$ cat config.mk
export PLATFORM = sky130hd
export DESIGN_NAME = wdog2s
export DESIGN_NICKNAME = d
export VERILOG_FILES = /design/src/rtl/wdog2s.sv
export SDC_FILE = /design/constraint.sdc
export NUM_CORES = 1
export LEC_CHECK = 0
export ABC_AREA = 0
export BUFFER_PORTS_ARGS = -buffer_cell sky130_fd_sc_hd__buf_2
export CORE_MARGIN = 1.5
export CORE_UTILIZATION = 30
export DETAILED_ROUTE_END_ITERATION = 10
export PLACE_DENSITY_LB_ADDON = 0.25
export SETUP_SLACK_MARGIN = 0.5
export SYNTH_ARGS = -nofsm -noshare
export SYNTH_HDL_FRONTEND = slang
export SYNTH_SLANG_ARGS = --single-unit
$ cat constraint.sdc
create_clock -name clk -period 2.71 [get_ports clk]
set_input_delay 0 -clock clk [delete_from_list [all_inputs] [get_ports clk]]
set_output_delay 0 -clock clk [all_outputs]
set_load 0.05 [all_outputs]
$ cat src/rtl/wdog2s.sv
module wdog2s #(
  parameter int PRE_W     = 20,
  parameter int SLOW_LOG2 = 15,
  parameter int FAST_LOG2 = 5
) (
  input  logic        clk,
  input  logic        por_n,
  input  logic        sys_rst_n,
  input  logic        tick_en,
  input  logic        wr_en,
  input  logic [7:0]  addr,
  input  logic [31:0] wdata,
  output logic [31:0] rdata,
  output logic        irq,
  output logic        rst_req
);
  localparam int PW = (SLOW_LOG2 > FAST_LOG2) ? SLOW_LOG2 : FAST_LOG2;
  localparam logic [PW-1:0] MASK_S = PW'((33'd1 << SLOW_LOG2) - 33'd1);
  localparam logic [PW-1:0] MASK_F = PW'((33'd1 << FAST_LOG2) - 33'd1);

  logic [PRE_W-1:0] pre1, pre2, cnt;
  logic [PW-1:0]    pcnt;
  logic [1:0]       ust;
  logic             stage, int_flag, tflag;
  logic             cfg_rst, cfg_fast;
  logic [1:0]       cfg_it;
  logic             lk, en, mode;

  wire rst_i   = !por_n || !sys_rst_n;
  wire wr_pre1 = wr_en && addr == 8'h00;
  wire wr_pre2 = wr_en && addr == 8'h04;
  wire wr_stat = wr_en && addr == 8'h08;
  wire wr_rld  = wr_en && addr == 8'h0C;
  wire wr_cfg  = wr_en && addr == 8'h10;
  wire wr_lock = wr_en && addr == 8'h14;
  wire open_w  = ust == 2'd2;
  wire magic1  = wdata[15:0] == 16'h0080;
  wire magic2  = wdata[15:0] == 16'h0086;
  wire rld_acc = wr_rld && open_w;
  wire reload  = rld_acc && wdata[8];

  wire [PW-1:0] pmask = cfg_fast ? MASK_F : MASK_S;
  wire tick    = en && tick_en && ((pcnt & pmask) == pmask);
  wire expire  = tick && !reload && (cnt <= PRE_W'(1));
  wire s1_exp  = expire && !stage;
  wire s2_exp  = expire && stage;
  wire wd_mode = !mode;

  logic unused_bits;
  assign unused_bits = ^wdata;

  always_ff @(posedge clk) begin
    if (rst_i) ust <= 2'd0;
    else if (wr_en) begin
      if (open_w) begin
        if (wr_pre1 || wr_pre2 || wr_rld) ust <= 2'd0;
      end else if (wr_rld)
        ust <= magic1 ? 2'd1 : ((ust == 2'd1 && magic2) ? 2'd2 : 2'd0);
      else
        ust <= 2'd0;
    end
  end

  always_ff @(posedge clk) begin
    if (rst_i) begin
      pre1 <= '0;
      pre2 <= '0;
    end else begin
      if (wr_pre1 && open_w) pre1 <= wdata[PRE_W-1:0];
      if (wr_pre2 && open_w) pre2 <= wdata[PRE_W-1:0];
    end
  end

  always_ff @(posedge clk) begin
    if (rst_i || !en || reload) begin
      pcnt  <= '0;
      cnt   <= pre1;
      stage <= 1'b0;
    end else begin
      if (tick_en) pcnt <= pcnt + 1'b1;
      if (tick) begin
        if (cnt <= PRE_W'(1)) begin
          stage <= !stage;
          cnt   <= stage ? pre1 : pre2;
        end else
          cnt <= cnt - 1'b1;
      end
    end
  end

  always_ff @(posedge clk) begin
    if (rst_i) int_flag <= 1'b0;
    else if (s1_exp && cfg_it != 2'b11) int_flag <= 1'b1;
    else if (wr_stat && wdata[0]) int_flag <= 1'b0;
  end

  always_ff @(posedge clk) begin
    if (!por_n) tflag <= 1'b0;
    else if (s2_exp && wd_mode) tflag <= 1'b1;
    else if (rld_acc && wdata[9]) tflag <= 1'b0;
  end

  always_ff @(posedge clk) begin
    if (rst_i) rst_req <= 1'b0;
    else rst_req <= s2_exp && wd_mode && !cfg_rst;
  end

  always_ff @(posedge clk) begin
    if (rst_i) {cfg_rst, cfg_fast, cfg_it} <= '0;
    else if (wr_cfg) {cfg_rst, cfg_fast, cfg_it} <= {wdata[5], wdata[2], wdata[1:0]};
  end

  always_ff @(posedge clk) begin
    if (rst_i) {mode, en, lk} <= '0;
    else if (wr_lock && !lk) {mode, en, lk} <= wdata[2:0];
  end

  assign irq = int_flag;

  always_comb begin
    case (addr)
      8'h00:   rdata = 32'(pre1);
      8'h04:   rdata = 32'(pre2);
      8'h08:   rdata = {31'd0, int_flag};
      8'h0C:   rdata = {22'd0, tflag, 9'd0};
      8'h10:   rdata = {26'd0, cfg_rst, 2'b00, cfg_fast, cfg_it};
      8'h14:   rdata = {29'd0, mode, en, lk};
      default: rdata = 32'd0;
    endcase
  end

  a_r9_rst_one_cycle: assert property (@(posedge clk) disable iff (rst_i)
    rst_req |=> !rst_req);
  a_r2_pre1_guarded: assert property (@(posedge clk) disable iff (rst_i)
    (wr_pre1 && !open_w) |=> $stable(pre1));
  a_r12_lock_sticky: assert property (@(posedge clk) disable iff (rst_i)
    lk |=> (lk && en == $past(en)));
  a_r11_flag_sticky: assert property (@(posedge clk) disable iff (!por_n)
    (tflag && !(rld_acc && wdata[9])) |=> tflag);
  a_r8_irq_on_expiry: assert property (@(posedge clk) disable iff (rst_i)
    (s1_exp && cfg_it != 2'b11) |=> irq);
  a_r10_rst_masked: assert property (@(posedge clk) disable iff (rst_i)
    (cfg_rst && !wr_cfg) |=> !rst_req);
  a_r13_timer_no_flag: assert property (@(posedge clk) disable iff (rst_i)
    (mode && !tflag && !(wr_lock && !lk)) |=> !tflag);
endmodule

Word level (Yosys, flattened, before mapping) --
Cells that the tools add are included.
Word-level totals: flip-flop bits (word level) 88, bits of input ports 45
Cells by class: $add $sub $neg 2, magnitude comparators 1, eq/ne operators 12, muxes and demuxes 15, bitwise logic cells 1, reduce and logical (&&, ||, !) cells 42
Operators by type and width (number):
- one-hot mux 20 bit (6 select lines) | 1
- 2-to-1 mux 20 bit | 4
- equality test 16 x 8 -> 1 bit (second input constant) | 2
- logical AND 1 bit | 23
- less-or-equal comparator 20 x 1 -> 1 bit (second input constant) | 1
- subtractor 20 x 1 -> 20 bit (second input constant) | 1
- equality test 8 x 4 -> 1 bit (second input constant) | 2
- equality test 8 x 5 -> 1 bit (second input constant) | 2
- adder 15 x 1 -> 15 bit (second input constant) | 1
- AND 15 bit | 1
- equality test 15 bit | 1
- 2-to-1 mux 15 bit | 1
- 2-to-1 mux 2 bit | 5
- equality test 8 x 3 -> 1 bit (second input constant) | 1
- logical NOT 1 bit | 8
- logical NOT 8 bit | 1
- nonzero test 2 bit | 3
- logical OR 1 bit | 5
- 2-to-1 mux 1 bit | 4
- AND reduction 2 bit | 2
- equality test 2 x 1 -> 1 bit (second input constant) | 1
- equality test 2 bit (second input constant) | 1
- inequality test 2 x 1 -> 1 bit (second input constant) | 1
- inequality test 2 bit (second input constant) | 1

Depth between registers and ports, before layout --
Gate-level depths: netlist of run 1.
depth in word-level cells 10, mapped depth 8, mapped depth without buffers 7

Worst setup path before layout of run 1 --
Ideal clock, no wire load.
path type in2out, start input addr[5], end output rdata[1], arrival time 2.143 ns, data required time 2.710 ns, setup slack 0.567 ns, stages 4, buffers on the path 0, cell sequence or4b_1 nor3_1 a22oi_1 o21ai_0
Between the ends: word-level cells in the longest chain between the ends 2, elaborated cells between the ends (all ways) 7, those cells by class eq/ne (5); mux (1); reduce/logical (1)
Ends and longest elaborated chain:
- start: declaration | RTL line 11 | input logic [7:0] addr,
- equality test 8 x 5 -> 1 bit (tied with other cells) | RTL line 121 | case (addr)
- one-hot mux 20 bit (6 select lines) * | RTL line 121
- end: declaration | RTL line 13 | output logic [31:0] rdata,
Mark *: on every way between the ends. The rest lies on a longest branch, timed or not.

Worst setup path after layout of run 1 --
start register cnt[6], end register cnt[12] (data pin)
Between the ends: word-level cells in the longest chain between the ends 4, elaborated cells between the ends (all ways) 5, those cells by class add/sub (1); order compare (1); mux (3)
Ends and longest elaborated chain:
- start: declaration | RTL line 21 | logic [PRE_W-1:0] pre1, pre2, cnt;
- start signal: assignment | RTL line 77 | cnt <= pre1;
- start signal: assignment | RTL line 84 | cnt <= stage ? pre1 : pre2;
- start signal: assignment | RTL line 86 | cnt <= cnt - 1'b1;
- subtractor 20 x 1 -> 20 bit or less-or-equal comparator 20 x 1 -> 1 bit (tied branches) | RTL line 86, 82
- 2-to-1 mux 20 bit * | RTL line 82 | if (cnt <= PRE_W'(1)) begin
- 2-to-1 mux 20 bit * | RTL line 81 | if (tick) begin
- 2-to-1 mux 20 bit * | RTL line 75 | if (rst_i || !en || reload) begin
Mark *: on every way between the ends. The rest lies on a longest branch, timed or not. The select of a mux whose other input is x is not followed. A chain may end at the register's enable or synchronous reset.

==> results of run 1 <==
==> cells in the final DEF (no fill, tap or decap), drive strengths merged, types with 5 or more instances in the layout <==
cell type | netlist | final
inv | 6 | 9
nor3 | 16 | 16
dfxtp | 68 | 68
conb | 1 | 12
o22ai | 10 | 10
nand3 | 15 | 16
nor4 | 11 | 11
o21ai | 9 | 9
clkbuf | 19 | 10
nor2 | 42 | 42
a21oi | 51 | 51
nand4 | 11 | 11
edfxtp | 20 | 20
a221o | 5 | 5
buf | 20 | 85
mux2i | 6 | 6
a22oi | 5 | 5
and3 | 7 | 7
xnor2 | 13 | 13
a22o | 16 | 16
dlygate4sd3 | 0 | 22
xor2 | 16 | 16
a2bb2oi | 11 | 11
nand2 | 108 | 108
==> report_power, final <==
| group | switching (W) | total [W] | internal, W |
|---|---|---|---|
| registers | 0.000000607 | 0.00133 | 0.00133 |
| clock network | 0.000531 | 0.00116 | 0.000626 |
| logic | 0.0000971 | 0.000147 | 0.0000498 |
==> logic make-up after synthesis <==
| group | count (synthesis) | synth area share, % |
|---|---|---|
| compound gates | 122 | 18.0 |
| xor+xnor | 29 | 5.58 |
| fa+ha+maj | 3 | 0.824 |
| buf+inv | 45 | 5.03 |
| flops | 88 | 43.1 |
| mux | 6 | 1.32 |
| other cells | 1 | 0.0823 |
| simple gates | 239 | 26.1 |
==> path summary, 6_finish.rpt <==
check | from | endpoint | slack [ns] | cells after the start
max | cnt[6] | cnt[12] | 0.52 | 5
min reg2reg | cfg_rst | rst_req | 0.47 | 1
min | addr[6] | cfg_rst | 0.04 | 4
max reg2reg | cnt[6] | cnt[12] | 0.52 | 5
==> worst reg2reg max path: stages (launching register included) <==
cell	delay (ns)
sky130_fd_sc_hd__edfxtp_1	0.46
sky130_fd_sc_hd__nor4_4	0.36
sky130_fd_sc_hd__nand3_1	0.17
sky130_fd_sc_hd__or4_1	0.46
sky130_fd_sc_hd__xnor2_1	0.17
sky130_fd_sc_hd__a221o_1	0.33
==> area by class of cell <==
cell class / instances / share of cell area (%)
inverters: 6 / 0.394
well taps: 184 / 4.03
multi-input cells: 413 / 43.8
clock inverters: 6 / 0.722
flip-flops and latches: 88 / 34.3
repair buffers: 107 / 12.7
clock buffers: 10 / 4.00
==> stage by stage <==
| stage | cell area (um2) | worst slack, ns | util (%) | hold WS [ns] | cells |
|---|---|---|---|---|---|
| after detailed placement | 5010 | 0.183 | 34.1 | 0.265 | 758 |
| final | 5720 | 0.524 | 38.9 | 0.0432 | 814 |
| after CTS | 5520 | 0.433 | 37.6 | 0.0314 | 798 |
| after global placement | 5010 | 0.260 | 34.1 | 0.260 | 758 |
| after floorplan | 4600 | 0.567 | - | 0.140 | 544 |
| after global routing | 5720 | 0.437 | 38.9 | 0.0538 | 814 |
==> timing repair <==
action / 4_1_cts / 5_1_grt
hold buffers: 22 / 0
cloned: 0 / 2
resized for setup: 3 / 15
endpoints found under the hold margin: 47 / 0
setup buffers: 2 / 14
pin swaps: 1 / 8
setup endpoints to repair: 15 / 21
==> registers in the layout (all words and copies together), names as in the netlist <==
register	flops
cfg_fast	1
cfg_it	2
cfg_rst	1
cnt	20
en	1
irq	1
lk	1
mode	1
pcnt	15
pre1	20
pre2	20
rst_req	1
stage	1
tflag	1
ust	2
==> metal layers <==
metal,track usage (%),routed length [um],vias to the layer above
met1,23.7,6400,2103
met3,2.80,819,18
met5,0,0,-
met4,5.00,195,0
met2,28.6,6630,147
li1,-,-,2088
==> impl_metrics.sql, run 1 <==
INSERT INTO impl_metrics (metric_group, metric, value, unit) VALUES
('routing', 'detailedRoute.firstPassIterationCount', '5', ''),
('critical_path', 'cp.buffers_inverters', '0', ''),
('die', 'dieArea', '0.0159', 'mm2'),
('synth', 'yosys-top-cells-area', 'sky130_fd_sc_hd__dfxtp_1 (30%), sky130_fd_sc_hd__edfxtp_1 (13%), sky130_fd_sc_hd__nand2_1 (8.9%)', ''),
('clocking', 'cts.clk_slew.worst_paths', '0.07', 'ns'),
('critical_path', 'cell_with_the_biggest_individual_delay_on_the_critical_path', 'sky130_fd_sc_hd__edfxtp_1', ''),
('placement', 'numPortBuffers', '54', ''),
('critical_path', 'required', '2.80', 'ns'),
('synth', 'synth-edff-count', '20', ''),
('timing', 'setup_total_negative_slack', '0', 'ns'),
('clocking', 'insertion_delay', '0.34', 'ns'),
('clocking', 'tritoncts_clock_tree', 'done', ''),
('critical_path', 'critPathArrivalTime', '2.28', 'ns'),
('clocking', 'h-tree-depth', '3', ''),
('routing', 'initialDrtViolationCount', '283', ''),
('timing', 'rsz0062_at_grt', 'yes', ''),
('synth', 'synth_top_flop_cell', 'sky130_fd_sc_hd__dfxtp_1', ''),
('clocking', 'clock_tree.root_cell', 'sky130_fd_sc_hd__clkbuf_16', ''),
('die', 'design.portCount', '79', ''),
('timing', 'setup-violations-final', '0', ''),
('timing', 'number_of_max_slew_violations_in_the_final_report', '0', ''),
('grt', 'global_route_wire_length_before_repair', '21800', 'um'),
('synth', 'synth_seq_area_share', '43.1', '%'),
('run', 'max-cap-violations', '0', ''),
('power_and_ir_drop', 'peakVddDrop', '0.000271', 'V'),
('layout', 'area_delta_synth_final', '25.5', '%'),
('critical_path', 'critPathCaptureType', 'register', ''),
('die', 'num_rows', '44', ''),
('synth', 'synth_seq_cells', '88', ''),
('critical_path', 'worstPathMaxFanout', '4', ''),
('grt', 'grt_overflow', '0', ''),
('die', 'initial_cell_density_of_the_core', '31.0', '%'),
('grt', 'grtUsageTotal', '17.4', '%'),
('placement', 'routabilityCongestion', '0.838', ''),
('synth', 'post-synth-top-count-cell', 'sky130_fd_sc_hd__nand2_1', ''),
('power_and_ir_drop', 'power', '0.00264', 'W'),
('timing', 'worst_slew_margin_rel', '36.7', '%'),
('placement', 'place.detailed.hpwl', '9480', 'um'),
('clocking', 'numCtsBuffers', '9', ''),
('die', 'die_h', '126', 'um'),
('clocking', 'clock_sink_count', '88', ''),
('routing', 'ant_nets', '0', ''),
('synth', 'synth_top_cells_by_count', 'sky130_fd_sc_hd__nand2_1 (108), sky130_fd_sc_hd__dfxtp_1 (68), sky130_fd_sc_hd__a21oi_1 (51), sky130_fd_sc_hd__nor2_1 (42), sky130_fd_sc_hd__edfxtp_1 (20)', ''),
('synth', 'post-synth-top-area-fraction', '29.9', '%'),
('min_path', 'min_path_type', 'input pin to register', ''),
('run_status', 'run_status', 'complete, no violations', ''),
('layout', 'sequential_cell_area', '0.00196', 'mm2'),
('layout', 'layout_cells_sized_above_1', '20.3', '%'),
('synth', 'yosysWarningCount', '0', ''),
('routing', 'dr_total_vias', '4356', ''),
('critical_path', 'worst-setup-path-type', 'register to register', ''),
('routing', 'detail_route.wirelength', '14000', 'um'),
('routing', 'drc', '0', ''),
('timing', 'clock_skew_after_layout', '0.0115', 'ns'),
('timing', 'finalWorstPathRequiredPeriod', '2.19', 'ns'),
('synth', 'syn-instance-count', '533', ''),
('layout', 'filler_cell_count', '1464', ''),
('power_and_ir_drop', 'static-leakage-power', '2.18', 'nW'),
('die', 'placeableCoreArea', '0.0147', 'mm2'),
('synth', 'synth-async-reset-ratio', '0', '%'),
('timing', 'period_share', '80.7', '%'),
('critical_path', 'cpPeakStageDelay', '0.46', 'ns'),
('power_and_ir_drop', 'power_per_cell_area', '461', 'mW/mm2'),
('layout', 'multi_input_area', '0.00251', 'mm2'),
('synth', 'ys_types', '57', ''),
('grt', 'grt_start_max_net_pins', '27', ''),
('timing', 'timing_hold_violations_final', '0', ''),
('grt', 'grt_antenna_before_repair', '0', ''),
('layout', 'finalNetCount', '673', ''),
('timing', 'max_freq', '457', 'MHz'),
('critical_path', 'path_delay_family', 'simple AND/OR/NAND/NOR gates', '');
(Power assumes the default switching activity.)
==> run 2, diff against run 1 <==
- clock period: 2.71 -> 2 ns (I/O delays scaled with it)
==> impl_metrics.sql, run 2 (synthesis gave the netlist of run 1 again) <==
INSERT INTO impl_metrics (metric_group, metric, value, unit) VALUES
('clocking', 'tritoncts_clock_tree', 'done', ''),
('grt', 'met2_capacity_usage_during_global_routing', '35.0', '%'),
('clocking', 'clock_sink_count', '88', ''),
('critical_path', 'required', '2.10', 'ns'),
('power_and_ir_drop', 'power', '0.00391', 'W'),
('routing', 'drc', '0', ''),
('routing', 'ant_nets', '0', ''),
('timing', 'worst_slack', '-0.154', 'ns'),
('timing', 'clock_skew_after_layout', '0.00837', 'ns'),
('layout', 'finalNetCount', '760', ''),
('timing', 'period_share', '108', '%'),
('grt', 'layer_with_the_highest_usage', 'met2', ''),
('layout', 'antennaDiodeCount', '0', ''),
('clocking', 'insertion_delay', '0.35', 'ns'),
('die', 'placeableCoreArea', '0.0147', 'mm2'),
('clocking', 'cts.clk_slew.worst_paths', '0.06', 'ns'),
('timing', 'timing_hold_violations_final', '0', ''),
('power_and_ir_drop', 'static-leakage-power', '3.12', 'nW'),
('critical_path', 'startpoint_type_of_the_worst_setup_path', 'register', ''),
('clocking', 'buffer_levels_on_the_longest_clock_path', '2', ''),
('min_path', 'min_path_type', 'input pin to register', ''),
('placement', 'routabilityCongestion', '0.865', ''),
('run', 'max-cap-violations', '0', ''),
('die', 'dieArea', '0.0159', 'mm2'),
('run_status', 'run_status', 'complete, but fails checks', ''),
('die', 'num_rows', '44', ''),
('layout', 'finalCoreUtilization', '51.7', '%'),
('layout', 'area_delta_synth_final', '66.7', '%'),
('power_and_ir_drop', 'peakVddDrop', '0.000371', 'V'),
('timing', 'worst_slew_margin_rel', '44.2', '%'),
('layout', 'mostFrequentLayoutCell', 'sky130_fd_sc_hd__buf_4', ''),
('grt', 'global_route_wire_length_before_repair', '26200', 'um'),
('layout', 'largest_registers', 'cnt: 20 flops, pre1: 20 flops, pre2: 20 flops', ''),
('run_status', 'failed_checks', 'negative setup slack', ''),
('timing', 'max_freq', '464', 'MHz'),
('timing', 'rsz0062_at_grt', 'yes', ''),
('routing', 'avgViaCountPerCell', '5.49', ''),
('layout', 'sequential_cell_area', '0.00197', 'mm2'),
('critical_path', 'worst-setup-path-type', 'register to register', ''),
('clocking', 'h-tree-depth', '3', ''),
('routing', 'detailedRoute.firstPassIterationCount', '5', ''),
('grt', 'grt_start_max_net_pins', '29', ''),
('die', 'initial_cell_density_of_the_core', '31.0', '%'),
('grt', 'grt_antenna_before_repair', '0', ''),
('grt', 'grt_util_met1', '27.0', '%'),
('timing', 'number_of_max_slew_violations_in_the_final_report', '0', ''),
('placement', 'placedCellCount', '808', ''),
('layout', 'mostFrequentLayoutCells', 'sky130_fd_sc_hd__buf_4 (101), sky130_fd_sc_hd__dfxtp_1 (64), sky130_fd_sc_hd__nand2_1 (62)', ''),
('timing', 'finalWorstPathRequiredPeriod', '2.15', 'ns'),
('placement', 'place.detailed.hpwl', '10300', 'um'),
('layout', 'finish.cell_count_without_fillers', '901', ''),
('timing', 'setup-violations-final', '22', ''),
('placement', 'numPortBuffers', '54', ''),
('grt', 'grtUsageTotal', '21.3', '%'),
('grt', 'met3_usage', '4.04', '%'),
('routing', 'dr_total_vias', '4950', ''),
('critical_path', 'worstPathMaxFanout', '6', ''),
('die', 'design.portCount', '79', ''),
('critical_path', 'critPathArrivalTime', '2.25', 'ns'),
('grt', 'first_global_vias', '4728', ''),
('clocking', 'clock_tree.root_cell', 'sky130_fd_sc_hd__clkbuf_16', ''),
('timing', 'setup_total_negative_slack', '-2.26', 'ns'),
('grt', 'grt_overflow', '0', ''),
('die', 'die_h', '126', 'um'),
('critical_path', 'critPathCaptureType', 'register', ''),
('power_and_ir_drop', 'power_per_cell_area', '515', 'mW/mm2'),
('timing', 'worst_slew_pin_slew', '0.836', 'ns'),
('routing', 'route.detailed.wl_per_inst', '19.6', 'um'),
('die', 'die_w', '126', 'um'),
('routing', 'initialDrtViolationCount', '342', ''),
('layout', 'filler_cell_count', '1260', ''),
('layout', 'multi_input_area', '0.00336', 'mm2'),
('clocking', 'numCtsBuffers', '9', ''),
('layout', 'layout_cells_sized_above_1', '49.8', '%'),
('routing', 'detail_route.wirelength', '17600', 'um');
-- run 2: power breakdown --
| group | switching (W) | leakage, nW | total (W) | internal [W] |
|---|---|---|---|---|
| Sequential | 0.000000728 | 0.797 | 0.00181 | 0.00181 |
| Combinational | 0.000180 | 2.16 | 0.000266 | 0.0000860 |
| Clock | 0.000729 | 0.164 | 0.00184 | 0.00111 |
| Total | 0.000910 | 3.12 | 0.00391 | 0.00300 |
-- run 2: metrics by stage --
step	cell area (um2)	worst slack, ns	hold slack, ns
2_1_floorplan	4750	-0.121	0.140
3_3_place_gp	5540	-0.0756	0.257
3_5_place_dp	5540	-0.139	0.262
4_1_cts	6820	-0.0945	0.00207
5_1_grt	7590	-0.215	0.0516
6_report	7590	-0.154	0.00564
-- run 2: area by class of cell --
type / count / share of cell area [%]
Sequential cell: 88 / 25.9
Tap cell: 184 / 3.03
Timing Repair Buffer: 191 / 22.2
Clock inverter: 4 / 0.643
Clock buffer: 12 / 3.66
Multi-Input combinational cell: 416 / 44.3
Inverter: 6 / 0.297
-- run 2: worst max-delay path, stage by stage, from the launching register on --
cell and delay (ns):
sky130_fd_sc_hd__edfxtp_1 0.43, sky130_fd_sc_hd__nor4_4 0.32, sky130_fd_sc_hd__buf_4 0.18, sky130_fd_sc_hd__and3_4 0.19, sky130_fd_sc_hd__or4b_4 0.53, sky130_fd_sc_hd__o22ai_1 0.18, sky130_fd_sc_hd__a2bb2oi_1 0.08
-- run 2: timing repair --
action	in CTS	in global routing
hold buffers	21	0
cloned	10	3
endpoints found under the setup margin	109	118
endpoints found under the hold margin	45	0
pin swaps	38	44
buffers inserted	24	19
resized for setup	116	132
-- run 2: metal layers --
metal	vias up	routed length (um)
met2	207	8810
met1	2437	7240
li1	2271	-
met5	-	0
met4	0	574
met3	35	1020
-- run 2: worst paths after layout --
check | startpoint | to | slack, ns | depth (start not counted)
worst max register to register | cnt[6] | cnt[4] | -0.15 | 6
worst min-delay path | wdata[0] | lk | 0.006 | 3
worst max-delay path | cnt[6] | cnt[4] | -0.15 | 6
worst min register to register | cfg_fast | cfg_fast | 0.48 | 2
==> run 3, diff against run 2 <==
- TNS_END_PERCENT: not set -> 10
==> impl_metrics.sql, run 3 (synthesis gave the netlist of run 1 again) <==
INSERT INTO impl_metrics (metric_group, metric, value, unit) VALUES
('run_status', 'run_status', 'complete, but fails checks', ''),
('run_status', 'failed_checks', 'negative setup slack', ''),
('critical_path', 'critPathCaptureType', 'register', ''),
('routing', 'dr_total_vias', '4607', ''),
('timing', 'rsz0062_at_grt', 'yes', ''),
('grt', 'first_global_vias', '4309', ''),
('critical_path', 'cp.buffers_inverters', '1', ''),
('placement', 'placed_area', '0.00538', 'mm2'),
('layout', 'finalNetCount', '706', ''),
('layout', 'antennaDiodeCount', '0', ''),
('run', 'max-cap-violations', '0', ''),
('critical_path', 'r2r_cells', '6', ''),
('routing', 'avgViaCountPerCell', '5.44', ''),
('layout', 'area_delta_synth_final', '49.4', '%'),
('placement', 'numPortBuffers', '54', ''),
('min_path', 'hold-path-cell-count', '3', ''),
('critical_path', 'critical_path.cell_chain', 'buf_4, nor3_2, and3_4, or4b_4, o22ai_2, a2bb2oi_2', ''),
('placement', 'routabilityCongestion', '0.848', ''),
('clocking', 'insertion_delay', '0.34', 'ns'),
('clocking', 'clock_sink_count', '88', ''),
('power_and_ir_drop', 'switching_share', '23.5', '%'),
('critical_path', 'worstPathMaxFanout', '6', ''),
('layout', 'post-route-cell-area', '0.00681', 'mm2'),
('grt', 'grtUsageTotal', '18.2', '%'),
('critical_path', 'worst-setup-path-type', 'register to register', ''),
('power_and_ir_drop', 'power', '0.00378', 'W'),
('power_and_ir_drop', 'power_per_cell_area', '555', 'mW/mm2'),
('die', 'dieArea', '0.0159', 'mm2'),
('power_and_ir_drop', 'p_int', '0.00289', 'W'),
('clocking', 'cts.clk_slew.worst_paths', '0.07', 'ns'),
('power_and_ir_drop', 'peakVddDrop', '0.000425', 'V'),
('grt', 'global_route_wire_length_before_repair', '22900', 'um'),
('power_and_ir_drop', 'seq_power_share', '47.8', '%'),
('placement', 'place.detailed.hpwl', '10300', 'um'),
('clocking', 'numCtsBuffers', '9', ''),
('timing', 'setup-violations-final', '20', ''),
('die', 'placeableCoreArea', '0.0147', 'mm2'),
('critical_path', 'path_delay_family', 'simple AND/OR/NAND/NOR gates', ''),
('routing', 'route.detailed.wl_per_inst', '17.8', 'um'),
('timing', 'finalWorstPathRequiredPeriod', '2.16', 'ns'),
('timing', 'worst_slew_margin_rel', '48.6', '%'),
('critical_path', 'startpoint_type_of_the_worst_setup_path', 'register', ''),
('timing', 'period_share', '108', '%'),
('layout', 'finalCoreUtilization', '46.3', '%'),
('timing', 'timing_hold_violations_final', '0', ''),
('routing', 'detailedRoute.firstPassIterationCount', '6', ''),
('layout', 'mostFrequentLayoutCell', 'sky130_fd_sc_hd__nand2_1', ''),
('timing', 'worst_slack', '-0.158', 'ns'),
('layout', 'mostFrequentLayoutCells', 'sky130_fd_sc_hd__nand2_1 (66), sky130_fd_sc_hd__dfxtp_1 (62), sky130_fd_sc_hd__buf_4 (62)', ''),
('timing', 'max_freq', '463', 'MHz'),
('power_and_ir_drop', 'power_frac_clock', '45.7', '%'),
('critical_path', 'cpPeakStageDelay', '0.54', 'ns'),
('grt', 'grt_overflow', '0', ''),
('critical_path', 'cp.depth', '6', ''),
('min_path', 'min_path_type', 'input pin to register', ''),
('timing', 'number_of_max_slew_violations_in_the_final_report', '0', ''),
('routing', 'drc', '0', ''),
('critical_path', 'cell_with_the_biggest_individual_delay_on_the_critical_path', 'sky130_fd_sc_hd__or4b_4', ''),
('grt', 'grt_antenna_before_repair', '0', ''),
('layout', 'largest_registers', 'cnt: 20 flops, pre1: 20 flops, pre2: 20 flops', ''),
('die', 'die_w', '126', 'um'),
('die', 'die_h', '126', 'um'),
('clocking', 'buffer_levels_on_the_longest_clock_path', '2', ''),
('critical_path', 'critPathArrivalTime', '2.25', 'ns'),
('power_and_ir_drop', 'static-leakage-power', '2.71', 'nW'),
('timing', 'worst_slew_pin_slew', '0.771', 'ns'),
('critical_path', 'required', '2.09', 'ns'),
('layout', 'layout_cells_sized_above_1', '41.8', '%'),
('die', 'design.portCount', '79', ''),
('routing', 'ant_nets', '0', ''),
('clocking', 'tritoncts_clock_tree', 'done', ''),
('die', 'initial_cell_density_of_the_core', '31.0', '%'),
('clocking', 'clock_tree.root_cell', 'sky130_fd_sc_hd__clkbuf_16', ''),
('routing', 'detail_route.wirelength', '15100', 'um'),
('routing', 'initialDrtViolationCount', '354', ''),
('power_and_ir_drop', 'p_sw', '0.000889', 'W'),
('die', 'num_rows', '44', ''),
('grt', 'grt_start_max_net_pins', '49', ''),
('timing', 'clock_skew_after_layout', '0.00956', 'ns'),
('clocking', 'h-tree-depth', '3', ''),
('power_and_ir_drop', 'comb_power_share', '6.5', '%');
## run 3: cell types whose count changed in the layout (fill, tap and decap cells not counted), sizes merged, moves of 2 or more
cell | before | now
buf | 166 | 117
clkbuf | 15 | 11
nand2 | 111 | 108
clkinvlp | 0 | 2
dlygate4sd3 | 21 | 23
## run 3: worst register-to-register path, delay by kind of cell (launching register included)
kind                   cells  cell delay (ns)
AND/OR/NAND/NOR            3             1.04
flip-flops                 1             0.43
AO/OA/AOI/OAI              2             0.27
buffers and inverters      1             0.17
## run 3: routing by layer
metal,vias up,track usage (%),wire length (um)
li1,2160,-,-
met1,2272,25.2,6860
met2,154,29.1,7160
met3,21,3.14,769
met4,0,5.54,265
met5,-,0,0
## run 3: worst paths after layout
| path | start | end | slack [ns] |
|---|---|---|---|
| max | cnt[3] | cnt[9] | -0.16 |
| min | por_n | tflag | 0.01 |
| max reg2reg | cnt[3] | cnt[9] | -0.16 |
| min reg2reg | cfg_it[1] | cfg_it[1] | 0.48 |
## run 3: what timing repair did
action                                  4_1_cts  5_1_grt
endpoints found under the hold margin        46        0
hold buffers                                 23        0
endpoints found under the setup margin      117      119
setup buffers                                 2        2
resized for setup                            61      166
pin swaps                                    40      111
cloned                                        0        1
## run 3: area by class of cell
type	instances	area [um2]
inverters	6	22.5
well taps	184	230
repair buffers	141	1170
flip-flops and latches	88	1970
clock buffers	10	239
clock inverters	6	67.6
multi-input cells	412	3100
fillers	1336	7890
## run 3: power groups by stage
stage                     Sequential, W  Clock [W]  Combinational [W]
final                           0.00181    0.00173           0.000245
after global routing            0.00181    0.00184           0.000258
after CTS                       0.00181    0.00175           0.000211
after detailed placement        0.00185          0           0.000169
after global placement          0.00185          0           0.000167
after floorplan                 0.00185          0           0.000115
## run 3: stage by stage
step | hold WS, ns | std cells | worst slack [ns] | setup TNS (ns)
floorplan | 0.140 | 544 | -0.123 | -3.53
global placement | 0.266 | 803 | -0.132 | -2.17
detailed placement | 0.267 | 803 | -0.169 | -2.72
CTS | 0.00670 | 844 | -0.159 | -2.11
global route | 0.0162 | 847 | -0.224 | -3.75
finish | 0.0116 | 847 | -0.158 | -2.18
